<file path="src/rtl/pair_issue_pkg.sv">
package pair_issue_pkg;
  localparam int INSN_W = 32;
  localparam int REG_AW = 5;
  localparam int OPC_W  = 6;

  localparam logic [OPC_W-1:0] OPC_REG    = 6'h00;
  localparam logic [OPC_W-1:0] OPC_BEQ    = 6'h04;
  localparam logic [OPC_W-1:0] OPC_BNE    = 6'h05;
  localparam logic [OPC_W-1:0] OPC_IMM_LO = 6'h08;
  localparam logic [OPC_W-1:0] OPC_IMM_HI = 6'h0F;
  localparam logic [OPC_W-1:0] OPC_LOAD   = 6'h23;
  localparam logic [OPC_W-1:0] OPC_STORE  = 6'h2B;

  typedef enum logic [2:0] {
    CLS_NOP, CLS_ALU, CLS_BRANCH, CLS_LOAD, CLS_STORE, CLS_BAD
  } slotClass_e;

  // Register fields are zero when unused, so register 0 means "none".
  typedef struct packed {
    slotClass_e        cls;
    logic [REG_AW-1:0] dst;
    logic [REG_AW-1:0] srcA;
    logic [REG_AW-1:0] srcB;
  } slotInfo_t;

  typedef struct packed {
    logic recordLoad;
  } ctrlStrobe_t;
endpackage

</file>
<file path="src/rtl/pair_issue_slot_decode.sv">
module pair_issue_slot_decode
  import pair_issue_pkg::*;
(
  input  logic [INSN_W-1:0] insn,
  output slotInfo_t         info
);
  localparam int OPC_LSB = INSN_W - OPC_W;
  localparam int RS_LSB  = OPC_LSB - REG_AW;
  localparam int RT_LSB  = RS_LSB - REG_AW;
  localparam int RD_LSB  = RT_LSB - REG_AW;

  logic [OPC_W-1:0]  opc;
  logic [REG_AW-1:0] rs, rt, rd;

  assign opc = insn[OPC_LSB +: OPC_W];
  assign rs  = insn[RS_LSB +: REG_AW];
  assign rt  = insn[RT_LSB +: REG_AW];
  assign rd  = insn[RD_LSB +: REG_AW];

  always_comb begin
    info = '{cls: CLS_BAD, dst: '0, srcA: '0, srcB: '0};
    if (insn == '0) begin
      info.cls = CLS_NOP;
    end else if (opc == OPC_REG) begin
      info = '{cls: CLS_ALU, dst: rd, srcA: rs, srcB: rt};
    end else if (opc >= OPC_IMM_LO && opc <= OPC_IMM_HI) begin
      info = '{cls: CLS_ALU, dst: rt, srcA: rs, srcB: '0};
    end else if (opc == OPC_BEQ || opc == OPC_BNE) begin
      info = '{cls: CLS_BRANCH, dst: '0, srcA: rs, srcB: rt};
    end else if (opc == OPC_LOAD) begin
      info = '{cls: CLS_LOAD, dst: rt, srcA: rs, srcB: '0};
    end else if (opc == OPC_STORE) begin
      info = '{cls: CLS_STORE, dst: '0, srcA: rs, srcB: rt};
    end
  end
endmodule

</file>
<file path="src/rtl/pair_issue_datapath.sv">
module pair_issue_datapath
  import pair_issue_pkg::*;
#(
  parameter int SLOTS      = 2,
  parameter int ADDR_W     = 32,
  parameter int ALIGN_BITS = 3,
  localparam int PKT_W     = SLOTS * INSN_W
)(
  input  logic              clk,
  input  logic              rstN,
  input  logic [PKT_W-1:0]  pktWord,
  input  logic [ADDR_W-1:0] pktAddr,
  input  ctrlStrobe_t       strobe,
  output logic              badPkt,
  output logic              loadUse,
  output logic              intraDep
);
  slotInfo_t slotInfo [SLOTS];

  for (genvar s = 0; s < SLOTS; s++) begin : g_dec
    pair_issue_slot_decode u_dec (
      .insn (pktWord[s*INSN_W +: INSN_W]),
      .info (slotInfo[s])
    );
  end

  slotInfo_t aluSlot, memSlot;
  assign aluSlot = slotInfo[0];
  assign memSlot = slotInfo[1];

  logic aluTyped, memTyped, aligned;
  assign aluTyped = aluSlot.cls inside {CLS_NOP, CLS_ALU, CLS_BRANCH};
  assign memTyped = memSlot.cls inside {CLS_NOP, CLS_LOAD, CLS_STORE};
  assign aligned  = (pktAddr[ALIGN_BITS-1:0] == '0);
  assign badPkt   = !(aluTyped && memTyped && aligned);

  assign intraDep = (aluSlot.dst != '0) &&
                    ((aluSlot.dst == memSlot.srcA) || (aluSlot.dst == memSlot.srcB));

  logic              loadValid;
  logic [REG_AW-1:0] loadDst;

  assign loadUse = loadValid &&
                   ((loadDst == aluSlot.srcA) || (loadDst == aluSlot.srcB) ||
                    (loadDst == memSlot.srcA) || (loadDst == memSlot.srcB));

  always_ff @(posedge clk) begin
    if (!rstN) begin
      loadValid <= 1'b0;
      loadDst   <= '0;
    end else begin
      loadValid <= strobe.recordLoad && (memSlot.cls == CLS_LOAD) && (memSlot.dst != '0);
      loadDst   <= memSlot.dst;
    end
  end
endmodule

</file>
<file path="src/rtl/pair_issue_control.sv">
module pair_issue_control
  import pair_issue_pkg::*;
(
  input  logic        clk,
  input  logic        rstN,
  input  logic        pktValid,
  input  logic        badPkt,
  input  logic        loadUse,
  input  logic        intraDep,
  output logic        issueAlu,
  output logic        issueMem,
  output logic        stall,
  output logic        illegal,
  output ctrlStrobe_t strobe
);
  logic splitPending, splitNext;

  always_comb begin
    issueAlu  = 1'b0;
    issueMem  = 1'b0;
    stall     = 1'b0;
    illegal   = 1'b0;
    splitNext = splitPending;
    if (pktValid) begin
      if (badPkt) begin
        illegal   = 1'b1;
        splitNext = 1'b0;
      end else if (splitPending) begin
        issueMem  = 1'b1;
        splitNext = 1'b0;
      end else if (loadUse) begin
        stall = 1'b1;
      end else if (intraDep) begin
        issueAlu  = 1'b1;
        stall     = 1'b1;
        splitNext = 1'b1;
      end else begin
        issueAlu = 1'b1;
        issueMem = 1'b1;
      end
    end
    strobe.recordLoad = issueMem;
  end

  always_ff @(posedge clk) begin
    if (!rstN) splitPending <= 1'b0;
    else       splitPending <= splitNext;
  end
endmodule

</file>
<file path="src/rtl/pair_issue_guard.sv">
module pair_issue_guard
  import pair_issue_pkg::*;
#(
  parameter int ADDR_W     = 32,
  parameter int ALIGN_BITS = 3
)(
  input  logic        clk,
  input  logic        rstN,
  input  logic        pktValid,
  input  logic [63:0] pktWord,
  input  logic [31:0] pktAddr,
  output logic        issueAlu,
  output logic        issueMem,
  output logic        stall,
  output logic        illegal
);
  ctrlStrobe_t strobe;
  logic badPkt, loadUse, intraDep;

  pair_issue_datapath #(
    .SLOTS(2), .ADDR_W(ADDR_W), .ALIGN_BITS(ALIGN_BITS)
  ) u_dp (
    .clk(clk), .rstN(rstN), .pktWord(pktWord), .pktAddr(pktAddr[ADDR_W-1:0]),
    .strobe(strobe), .badPkt(badPkt), .loadUse(loadUse), .intraDep(intraDep)
  );

  pair_issue_control u_ctl (
    .clk(clk), .rstN(rstN), .pktValid(pktValid), .badPkt(badPkt),
    .loadUse(loadUse), .intraDep(intraDep), .issueAlu(issueAlu),
    .issueMem(issueMem), .stall(stall), .illegal(illegal), .strobe(strobe)
  );
endmodule

</file>
<file path="config.mk">
export PLATFORM = sky130hd
export DESIGN_NAME = pair_issue_guard
export DESIGN_NICKNAME = d
export VERILOG_FILES = /design/src/rtl/pair_issue_pkg.sv /design/src/rtl/pair_issue_slot_decode.sv /design/src/rtl/pair_issue_datapath.sv /design/src/rtl/pair_issue_control.sv /design/src/rtl/pair_issue_guard.sv
export SDC_FILE = /design/constraint.sdc
export NUM_CORES = 1
export LEC_CHECK = 0
export BUFFER_PORTS_ARGS = -buffer_cell sky130_fd_sc_hd__buf_4
export CORE_MARGIN = 10
export CORE_UTILIZATION = 45
export CTS_BUF_LIST = sky130_fd_sc_hd__clkbuf_2 sky130_fd_sc_hd__clkbuf_4 sky130_fd_sc_hd__clkbuf_8
export DETAILED_ROUTE_END_ITERATION = 10
export GPL_TIMING_DRIVEN = 0
export PLACE_DENSITY = 0.94
export SLEW_MARGIN = 20
export SYNTH_ARGS = -nofsm -noshare
export SYNTH_HDL_FRONTEND = slang
export SYNTH_SLANG_ARGS = --single-unit
export TNS_END_PERCENT = 10
</file>
<file path="constraint.sdc">
create_clock -name clk -period 8.6 [get_ports clk]
set_clock_uncertainty 0.05 [all_clocks]
set_input_delay 1.72 -clock clk [delete_from_list [all_inputs] [get_ports clk]]
set_output_delay 1.72 -clock clk [all_outputs]
set_load 0.01 [all_outputs]
</file>
==> metrics.md <==
| Metric | Value |
|---|---|
| Outcome | complete, no violations |
| RR Startpoint | u_dp.loadDst[0]$_SDFF_PN0_ |
| Sum Neg Setup Slack | 0 ps |
| Crit path cell chain | buf_4, or4_4, nor3_4, a22oi_1, or4_1, o211ai_1, o211ai_1, a31oi_1, nor2_1, buf_4 |
| First-pass GRT wire length | 7.51 mm |
| Die Footprint | 0.00568 mm2 |
| Mapped Area | 0.00138 mm2 |
| CP arrival | 4170 ps |
| Pin count of the biggest net entering global routing | 11 |
| M2 GR Usage | 27.1% |
| Setup Crit Path Kind | input port to primary output |
| Worst-Skew Late Latency | 250 ps |
| Cell Count Post-Placement | between 200 and 300 |
| Asr flop ratio synth | 0% |
| Hold Vio Cnt, Final | 0 |
| Tmin final | 5940 ps |
| CTS tree | built |
| Clk buf depth | 2 |
| Final Cycle Share | between 60 and 70% |
| Antenna violations before repair | 0 |
| Post-Layout Cell Count | 301 |
| Critical Path RT | 6830 ps |
| Synth Instances | approximately 200 |
| Post-synth EDFFs | 0 |
| FF+latch count, synth | 7 |
| Core area | 0.00300 mm2 |
| Max rail drop VDD | 0.0486 mV |
| 1st-pass router iterations | 4 |
| Routed vias | about 1800 |
| Iteration-0 DRC Markers | 119 |
| Yosys warnings | 0 |
| CP max-delay cell | or4_4 |
| Leakage Power | 0.764 nW |
| Final Setup Violations | 0 |
| Total power divided by cell area | approximately 69 mW/mm2 |
| Drt drc | 0 |
| Max-cap violations | 0 |
| Postcts setup bufs | 0 |
| Die Y | 75.4 um |
| Antenna Cells | 0 |
| Total grt overflow | 0 |
| Max incr delay on CP | 540 ps |
| Post-route ant nets | 0 |
| Top delay family on crit path | simple AND/OR/NAND/NOR gates |
| Vias in the first global route | around 1800 |
| Tightest Hold Check Type | register to register |
| R2r setup slk | between 5000 and 6000 ps |
| Commonest cells after routing, fill and taps aside | 61 x buf_4, 25 x nand2_1, 20 x nor2_1 |
| Worst setup EP type | primary output |
| Max Freq | 0.168 GHz |
| Synth unique cells | 55 |
| Clock transition at the registers of the reported paths | around 50 ps |
| Top FF cell, synth | dfxtp_1 |
| Post-DR vias/cell | 6.07 |
| Die Wd | 75.4 um |
| Gr usage total | 16.4% |
| # hold bufs at CTS | 0 |
| TritonCTS Buffers | 3 |
| Per-cell routed wire length | 15.3 um |
| Fin area | 0.00190 mm2 |
| Nets | 368 |
| Slew HR | 41.5% |
| HPWL after DPL | 3.89 mm |
| FF-to-FF path depth | 9 |
| Clk root buf | clkbuf_4 |
| # clock sinks | 7 |
| Share of layout cells above drive strength 1 | about 28% |
| Hold depth | 2 |
| GR Util met1 | between 10% and 20% |
| RR Endpoint | u_dp.loadValid$_SDFF_PN0_ |
| RSZ-0062 raised after global routing | false |
| Post-cts resize count | 0 |
| Mapped Nets | 303 |
| I/O pin cnt | 103 |
| Number of core rows | 20 |
| Met3 Resource Use GR | 5.73% |
| Depth of the CTS H-tree | 1 |
| RD Place Congestion | 0.894 |
| Syn avg cell area | 6.77 um2 |
| Register area share after synthesis | 10.2% |
| HP Start | u_dp.loadValid$_SDFF_PN0_ |
| Final wirelength | 4.61 mm |
| Hold Path Sink | u_ctl.splitPending$_SDFFE_PN0P_ |
| Starting Density | 46.0% |
| Max-slew violations | 0 |
| CP Launch Type | input port |
| Max FO, Critical Path | 7 |
| Worst path bufs/invs | 2 |
| Placed Area | 0.00187 mm2 |
| GRT Max-Usage Layer | met2 |
| I/O Buffers | 60 |
| Slew @ Worst Pin | 869 ps |
| Final hold slack | 581 ps |
| Commonest non-fill, non-tap cell in the layout | buf_4 |
| Area Growth Syn to Fin | 37.8% |
[power by group]
part / internal (W) / leakage, nW / switching (W) / total (W)
clock network: 0.0000208 / 0.0184 / 0.0000115 / 0.0000323
logic: 0.0000345 / 0.689 / 0.0000318 / 0.0000663
registers: 0.0000330 / 0.0566 / 0.000000312 / 0.0000333
total: 0.0000883 / 0.764 / 0.0000436 / 0.000132
[routing by layer]
| metal | share of wire (%) | vias up |
|---|---|---|
| met3 | 9.9 | 6 |
| li1 | - | 907 |
| met1 | 41 | 829 |
| met2 | 48 | 84 |
| met4 | 1.4 | 0 |
| met5 | 0 | - |
[final cells by class]
type	count	area [um2]
Multi-Input combinational cell	184	1180
Tap cell	33	41.3
Inverter	4	15.0
Sequential cell	7	140
Fill cell	292	1100
Clock buffer	4	30.0
Timing Repair Buffer	60	450
Buffer	9	48.8
[sequential cells by signal, indices dropped and copies added, names as in the netlist]
name,count
u_dp.loadValid,1
u_dp.loadDst,5
u_ctl.splitPending,1
[worst reg2reg max path: cells and delay by family, from the launching register on]
kind            cells  cell delay, ps
compound gates      5            1210
simple gates        2             470
buf+inv             1             390
flops               1             340
xor+xnor            1             180
[worst max path at each step]
| stage | start | to | slack (ps) | cells after the start |
|---|---|---|---|---|
| 2_1_floorplan | pktWord[31] | issueMem | 3130 | 8 |
| 3_3_place_gp | pktWord[31] | issueMem | 2730 | 10 |
| 3_5_place_dp | pktWord[63] | stall | 2700 | 10 |
| 4_1_cts | pktWord[63] | stall | 2680 | 10 |
| 5_1_grt | pktWord[63] | stall | 2440 | 10 |
| 6_report | pktWord[31] | issueMem | 2660 | 10 |
[Yosys cell counts (2+ instances only)]
cell / instances / area, um2
xor2_1: 6 / 52.6
nand2b_1: 8 / 50.1
a22o_1: 3 / 26.3
o41ai_1: 3 / 26.3
nand2_1: 25 / 93.8
o211ai_1: 3 / 22.5
inv_1: 4 / 15.0
a21oi_1: 5 / 25.0
a21boi_0: 5 / 37.5
a22oi_1: 8 / 60.1
nand3_1: 6 / 30.0
o31ai_1: 2 / 15.0
nor2b_1: 7 / 43.8
and3_1: 2 / 12.5
o22ai_1: 2 / 12.5
or3_1: 2 / 12.5
o21ai_1: 2 / 10.0
nand3b_1: 2 / 15.0
nor4_1: 6 / 37.5
nand4_1: 3 / 18.8
clkbuf_1: 7 / 26.3
o21ai_0: 10 / 50.1
o21a_1: 2 / 15.0
nor3_1: 14 / 70.1
a211o_1: 2 / 17.5
xnor2_1: 7 / 61.3
and3b_1: 2 / 17.5
nor2_1: 20 / 75.1
or4_1: 4 / 30.0
dfxtp_1: 7 / 140
[cell families after synthesis]
kind of cell / share of synthesized area (%)
AOI/OAI and AO/OA: 31.7
DFF: 10.2
muxes: 0.725
and+or+nand+nor: 44.5
buffers and inverters: 4.62
xor gates and xnor gates: 8.25
[metrics by stage]
stage | utilization [%] | setup slack (ps) | power (W)
2_1_floorplan | - | 3130 | 0.0000656
5_1_grt | 63.3 | 2440 | 0.000142
6_report | 63.3 | 2660 | 0.000132
3_5_place_dp | 62.3 | 2700 | 0.0000997
4_1_cts | 63.3 | 2680 | 0.000133
3_3_place_gp | 62.3 | 2730 | 0.0000978
Note: power is estimated with default switching activity, not from simulation.
